`src/rtl/sw_pkg.sv`:
```
package sw_pkg;
    typedef enum logic [1:0] {
        SW_IDLE    = 2'd0,
        SW_FETCH   = 2'd1,
        SW_STALL   = 2'd2,
        SW_PRESENT = 2'd3
    } sw_state_e;
endpackage

```
`src/rtl/sw_access_timer.sv`:
```
module sw_access_timer #(
    parameter int ACCESS_CYC = 2
) (
    input  logic clk,
    input  logic rst_n,
    input  logic run_i,
    output logic last_o
);
    localparam int CNT_W = (ACCESS_CYC > 1) ? $clog2(ACCESS_CYC) : 1;
    localparam logic [CNT_W-1:0] LAST = CNT_W'(ACCESS_CYC - 1);

    logic [CNT_W-1:0] cnt_q;

    always_ff @(posedge clk or negedge rst_n) begin
        if (!rst_n) begin
            cnt_q <= '0;
        end else if (!run_i) begin
            cnt_q <= '0;
        end else if (cnt_q != LAST) begin
            cnt_q <= cnt_q + 1'b1;
        end
    end

    // High in the final cycle of the access window.
    assign last_o = run_i && (cnt_q == LAST);
endmodule

```
`src/rtl/sw_word_hold.sv`:
```
module sw_word_hold #(
    parameter int DATA_W = 16
) (
    input  logic              clk,
    input  logic              rst_n,
    input  logic              load_i,
    input  logic [DATA_W-1:0] d_i,
    output logic [DATA_W-1:0] q_o
);
    always_ff @(posedge clk or negedge rst_n) begin
        if (!rst_n) begin
            q_o <= '0;
        end else if (load_i) begin
            q_o <= d_i;
        end
    end
endmodule

```
`src/rtl/strobe_wait_servant.sv`:
```
module strobe_wait_servant #(
    parameter int ADDR_W     = 8,
    parameter int DATA_W     = 16,
    parameter int ACCESS_CYC = 2
) (
    input  logic              clk,
    input  logic              rst_n,
    input  logic              req_i,
    input  logic [ADDR_W-1:0] addr_i,
    output logic [DATA_W-1:0] data_o,
    output logic              wait_o,
    output logic              mem_rd_o,
    output logic [ADDR_W-1:0] mem_addr_o,
    input  logic              mem_ready_i,
    input  logic [DATA_W-1:0] mem_data_i
);
    import sw_pkg::*;

    sw_state_e        state_q, state_d;
    logic [ADDR_W-1:0] addr_q;
    logic              window_last;
    logic              word_load;

    // Access window timer, runs only while the fetch is inside the window.
    sw_access_timer #(.ACCESS_CYC(ACCESS_CYC)) u_timer (
        .clk    (clk),
        .rst_n  (rst_n),
        .run_i  (state_q == SW_FETCH),
        .last_o (window_last)
    );

    sw_word_hold #(.DATA_W(DATA_W)) u_hold (
        .clk    (clk),
        .rst_n  (rst_n),
        .load_i (word_load),
        .d_i    (mem_data_i),
        .q_o    (data_o)
    );

    // State register and address latch.
    always_ff @(posedge clk or negedge rst_n) begin
        if (!rst_n) begin
            state_q <= SW_IDLE;
            addr_q  <= '0;
        end else begin
            state_q <= state_d;
            if (state_q == SW_IDLE && req_i) begin
                addr_q <= addr_i;
            end
        end
    end

    // Transitions: start, fast hit, timeout, late hit, release.
    always_comb begin
        state_d = state_q;
        unique case (state_q)
            SW_IDLE:    if (req_i)            state_d = SW_FETCH;
            SW_FETCH:   if (mem_ready_i)      state_d = SW_PRESENT;
                        else if (window_last) state_d = SW_STALL;
            SW_STALL:   if (mem_ready_i)      state_d = SW_PRESENT;
            SW_PRESENT: if (!req_i)           state_d = SW_IDLE;
            default:                          state_d = SW_IDLE;
        endcase
    end

    // Outputs decoded from the state.
    always_comb begin
        mem_rd_o   = 1'b0;
        wait_o     = 1'b0;
        unique case (state_q)
            SW_IDLE:    ;
            SW_FETCH:   mem_rd_o = 1'b1;
            SW_STALL: begin
                mem_rd_o = 1'b1;
                wait_o   = 1'b1;
            end
            SW_PRESENT: ;
            default:    ;
        endcase
        mem_addr_o = addr_q;
        word_load  = mem_rd_o && mem_ready_i;
    end

    // Window expired without data: wait must follow.
    assert_timeout_wait_R4: assert property (@(posedge clk) disable iff (!rst_n)
        (state_q == SW_FETCH && window_last && !mem_ready_i) |=> wait_o);

    // Answer inside the window: no wait in the next cycle.
    assert_fast_nowait_R3: assert property (@(posedge clk) disable iff (!rst_n)
        (state_q == SW_FETCH && mem_ready_i) |=> !wait_o);

    // Wait only falls when the word is presented.
    assert_wait_release_R5: assert property (@(posedge clk) disable iff (!rst_n)
        $fell(wait_o) |-> (state_q == SW_PRESENT && $past(mem_ready_i)));

    // The word is held while the master keeps the request.
    assert_data_stable_R6: assert property (@(posedge clk) disable iff (!rst_n)
        (state_q == SW_PRESENT && req_i) |=> $stable(data_o));

    // No re-trigger without a low request.
    assert_no_retrigger_R7: assert property (@(posedge clk) disable iff (!rst_n)
        (state_q == SW_PRESENT && req_i) |=> !mem_rd_o);

    // The read strobe and address hold until the memory answers.
    assert_rd_hold_R8: assert property (@(posedge clk) disable iff (!rst_n)
        (mem_rd_o && !mem_ready_i) |=> (mem_rd_o && $stable(mem_addr_o)));
endmodule

```
`config.mk`:
```
export PLATFORM = sky130hd
export DESIGN_NAME = strobe_wait_servant
export DESIGN_NICKNAME = d
export VERILOG_FILES = /design/src/rtl/sw_pkg.sv /design/src/rtl/sw_access_timer.sv /design/src/rtl/sw_word_hold.sv /design/src/rtl/strobe_wait_servant.sv
export SDC_FILE = /design/constraint.sdc
export NUM_CORES = 1
export LEC_CHECK = 0
export ABC_AREA = 0
export BUFFER_PORTS_ARGS = -buffer_cell sky130_fd_sc_hd__clkbuf_2
export CORE_MARGIN = 10
export CORE_UTILIZATION = 29
export DETAILED_ROUTE_END_ITERATION = 6
export PLACE_DENSITY = 0.57
export SLEW_MARGIN = 20
export SYNTH_ARGS = -nofsm -noshare
export SYNTH_HDL_FRONTEND = slang
export SYNTH_SLANG_ARGS = --single-unit
export TNS_END_PERCENT = 50
```
`constraint.sdc`:
```
create_clock -name clk -period 4.25 [get_ports clk]
set_input_delay 0.2125 -clock clk [delete_from_list [all_inputs] [get_ports clk]]
set_output_delay 0.2125 -clock clk [all_outputs]
set_load 0.005 [all_outputs]
```
# [Word-level counts from Yosys, hierarchy flattened]
# Cells that the tools add are included.
[word_totals] in_bits=28 regBits=27 wordCells=28 output_inout_bits=26
[op_classes] addsub=1 muxes=10 n_reduce_logical=6 n_eq_ne=7
[ops] operator="2-bit two-way mux" n=5
[ops] operator="2-bit case mux with 4 select lines" n=1
[ops] operator="2-bit != test (second input constant)" n=3
[ops] operator="2-bit equality test (second input constant)" n=2
[ops] operator="1-bit two-way mux" n=4
[ops] operator="4-bit AND reduction" n=1
[ops] operator="1-bit logical AND" n=3
[ops] operator="3-bit != test (second input constant)" n=1
[ops] operator="2-bit by 1-bit equality test with 1-bit output (second input constant)" n=1
[ops] operator="2-bit logical NOT" n=1
[ops] operator="2-bit OR reduction" n=1
[ops] operator="1-bit adder (second input constant)" n=1

# [Logic depth before layout (Yosys ltp)]
[logic_depth] word_depth=5 ltp_mapped=6

# [By module]
# A second synthesis with hierarchy kept.
[hier_totals] cells_unflattened=72 area_unflattened_um2=1171.1
[modules_own_cells] mod="sw_word_hold" n_inst=1 seq_area_each_um2=400.4 area_each_um2=649.4 cells_each=34
[modules_own_cells] mod="strobe_wait_servant" n_inst=1 seq_area_each_um2=250.2 area_each_um2=490.5 cells_each=36
[modules_own_cells] mod="sw_access_timer" n_inst=1 seq_area_each_um2=25.0 area_each_um2=31.3 cells_each=2

# [Worst setup path before layout]
# OpenSTA, ideal clock, no wires.
[synth_path] kind="reg-to-reg" startpoint="register state_q[0]" endpoint="register u_hold.q_o[0]" arrival_ns=1.413 required_time_ns=4.125 path_stages_with_launch=6 slack_ns=2.711 setup_ns=0.125 cell_sequence="dfrtp_1 inv_1 ha_1 nand2_4 buf_6 mux2_4"
[synth_via] elab_chain_len=4
[synth_rtl] item="start: declaration" line="strobe_wait_servant.sv:19" text="sw_state_e state_q, state_d;"
[synth_rtl] item="start signal: assignment" line="strobe_wait_servant.sv:46" text="state_q <= state_d;"
[synth_rtl] item="2-bit equality test / 2-bit by 1-bit equality test with 1-bit output (equally long branches)" line="strobe_wait_servant.sv:70" text="unique case (state_q)"
[synth_rtl] item="2-bit OR reduction (no source line) *"
[synth_rtl] item="1-bit two-way mux *" line="strobe_wait_servant.sv:70"
[synth_rtl] item="net mem_rd_o" line="strobe_wait_servant.sv:12" text="output logic mem_rd_o,"
[synth_rtl] item="1-bit logical AND *" line="strobe_wait_servant.sv:81" text="word_load = mem_rd_o && mem_ready_i;"
[synth_rtl] item="end signal: assignment" line="sw_word_hold.sv:14" text="q_o <= d_i;"
[synth_rtl] item="end: declaration" line="sw_word_hold.sv:8" text="output logic [DATA_W-1:0] q_o"
# The timed path passes the listed nets; every way through them passes the cells marked *.
# A chain may end at the register's enable or synchronous reset.

# [Final worst setup path]
[layout_path] startpoint="register state_q[0]" endpoint="register u_hold.q_o[15]"
[layout_via] elab_chain_len=4
[layout_rtl] item="2-bit equality test / 2-bit by 1-bit equality test with 1-bit output (equally long branches)" line="strobe_wait_servant.sv:70"
[layout_rtl] item="2-bit OR reduction (no source line) *"
[layout_rtl] item="1-bit two-way mux *" line="strobe_wait_servant.sv:70"
[layout_rtl] item="1-bit logical AND *" line="strobe_wait_servant.sv:81"
# Every way passes the cells marked *; elsewhere a longest branch is shown, timed or not.

==> flow_metrics.py <==
metrics = {
    "flow_run": {
        "max_cap_violations": 0,
    },
    "synthesis": {
        "netlist_area_um2": 1150,
        "yosysWarnings": 0,
        "synth-main-ff-cell": "dfrtp_1",
        "synth-edff-count": 0,
        "synth_area_leaders": "dfrtp_1 59%, mux2_4 14%, mux2_2 14%",
        "yosysUniqueCellTypes": 16,
        "syn_nets": 102,
        "syn_inst": 70,
        "yosysSeqAreaShare_pct": 58.76,
        "yosysMostFrequentCell": "dfrtp_1",
        "avgSynthCellArea_um2": 16.43,
        "synth-async-reset-ratio_pct": 100.0,
        "synth_top_cell_area_share_pct": 58.76,
        "netlist.top_cell.by_area": "dfrtp_1",
        "synth_common_cells": "27 x dfrtp_1, 14 x mux2_2, 11 x mux2_4",
        "ys_seq_elements": 27,
    },
    "global_routing": {
        "gr-total-overflow": 0,
        "antenna_found_initial": 0,
        "grt_pass1_vias": 883,
        "grt_pass1_wl_um": 4347,
        "grt_usage_pct": 7.476,
        "grt_start_max_net_pins": 28,
    },
    "layout": {
        "diodes": 0,
        "nFillCells": 376,
        "drive_gt1_share_pct": 68.50,
        "area_delta_synth_final_pct": 32.54,
        "final_util_pct": 40.71,
        "layout.nets": 160,
    },
    "timing": {
        "fmax_mhz": 614.6,
        "tns_ns": 0,
        "final-max-slew-violation-count": 0,
        "period_share_pct": 38.28,
        "hold_viol_final": 0,
        "relSlewSlack_pct": 56.43,
        "hold_ws_ns": 0.1681,
        "rsz0062_at_grt": "false",
        "finalSetupViolations": 0,
        "skew_ns": 0.003112,
        "finalCriticalPeriod_ns": 1.627,
        "tightest_slew_ns": 0.6536,
    },
    "clocking": {
        "cts_tree": "built",
        "cts_buffers": 3,
        "post_cts_buffers": 0,
        "clock_latency_ns": 0.27,
        "cts_num_sinks": 27,
        "ctsLongestPathBuffers": 2,
        "cts_root_buf": "clkbuf_8",
        "cts_max_level": 1,
        "clkSlewWorstSetupHoldPaths_ns": 0.09,
    },
    "worst_setup_path": {
        "cp_data_required_time_ns": 4.41,
        "reg2reg_depth": 4,
        "r2r_slack_ns": 2.62,
        "start_kind": "flip-flop",
        "cp_max_fo": 16,
        "worstSetupEndpointType": "flip-flop",
        "cp.arrival_ns": 1.79,
        "crit_type": "reg -> reg",
    },
    "die": {
        "initial_utilization_pct": 30.72,
        "rows": 22,
        "dieArea_um2": 6884,
        "core_um2": 3744,
        "io_pins": 54,
        "die_y_um": 82.97,
        "die_w_um": 82.97,
    },
    "hold_path": {
        "hold_class": "in -> reg",
        "min_path_cells": 2,
    },
    "power": {
        "vdd_drop_max_uv": 372.3,
        "p_leak_nw": 0.7944,
        "total_power_mw": 1.160,
        "powerDensity_nw_per_um2": 760.9,
    },
    "drt": {
        "drt_wl_total_um": 2559,
        "drt-pass1-iter-count": 2,
        "ant_nets": 0,
        "vias_per_cell": 4.206,
        "vias": 736,
        "drt_iter0_drc": 10,
        "post-route-drc-count": 0,
        "wire_per_inst_um": 14.62,
    },
    "placed_design": {
        "dpl.hpwl_um": 2131,
        "portBuffers": 53,
        "routabilityCongestion": 0.6763,
    },
    "outcome": {
        "status": "complete, no violations",
    },
}
## final timing paths
| kind | startpoint | to |
|---|---|---|
| setup / recovery | state_q[0] | u_hold.q_o[15] |
| hold / removal | mem_data_i[1] | u_hold.q_o[1] |
| setup reg to reg | state_q[0] | u_hold.q_o[15] |
| hold reg to reg | mem_addr_o[6] | mem_addr_o[6] |
| max in group asynchronous | rst_n | mem_addr_o[5] |
| min in group asynchronous | rst_n | u_hold.q_o[6] |
## flip-flops by register name, summed over array words and instances (netlist names)
name           flops
u_hold.q_o        16
mem_addr_o         8
state_q            2
u_timer.cnt_q      1
## layout make-up
type / count / area (µm²) / share of cell area [%]
Multi-Input combinational cell: 39 / 451.7 / 29.64
Timing Repair Buffer: 54 / 275.3 / 18.06
Clock inverter: 1 / 8.758 / 0.5747
Inverter: 3 / 11.26 / 0.7389
Clock buffer: 3 / 41.29 / 2.709
Tap cell: 48 / 60.06 / 3.941
Sequential cell: 27 / 675.6 / 44.34
## metrics by stage
step	setup slack (ns)	cell area [µm²]	instances
2_1_floorplan	2.711	1150	70
3_3_place_gp	2.681	1464	170
3_5_place_dp	2.614	1464	170
4_1_cts	2.599	1524	175
5_1_grt	2.515	1524	175
6_report	2.623	1524	175
## cells in the final DEF (no fill, tap or decap), drive strengths merged
cell	count
nand2	2
ha	4
o211ai	1
nand2b	1
dfrtp	27
a21oi	2
dlygate4sd3	1
inv	4
nand3	1
a211oi	1
nor2b	1
clkbuf	56
o22a	1
mux2	25
## what timing repair did
item | in CTS | in global routing
endpoints found under the setup margin | 0 | 0
hold endpoints to repair | 27 | 0
hold buffers | 1 | 0
resized for setup | 0 | 0
## layer usage
layer,vias up,GRT usage [%],share of wire [%]
met1,336,8.624,44
met2,42,11.73,44
met5,-,0,0
met3,2,4.688,11
met4,0,0.9231,0.27
li1,356,-,-
## kinds of logic after synthesis
family	Yosys count	synth area share, %
buffers and inverters	4	1.959
AND/OR/NAND/NOR	5	3.047
adder cells (fa/ha/maj)	4	4.353
AO/OA/AOI/OAI	5	3.808
flip-flops	27	58.76
multiplexers	25	28.07
## worst max-delay path: stages, from the launching register on
cell	delay, ns
dfrtp_1	0.45
inv_1	0.09
ha_1	0.36
nand2_4	0.25
mux2_2	0.37
## power by group
group | switching, mW | internal, mW | total [mW]
combinational | 0.215 | 0.328 | 0.543
sequential | 0.0781 | 0.391 | 0.469
clock | 0.0786 | 0.0686 | 0.147
total | 0.372 | 0.788 | 1.16
Note: power is estimated with default switching activity, not from simulation.
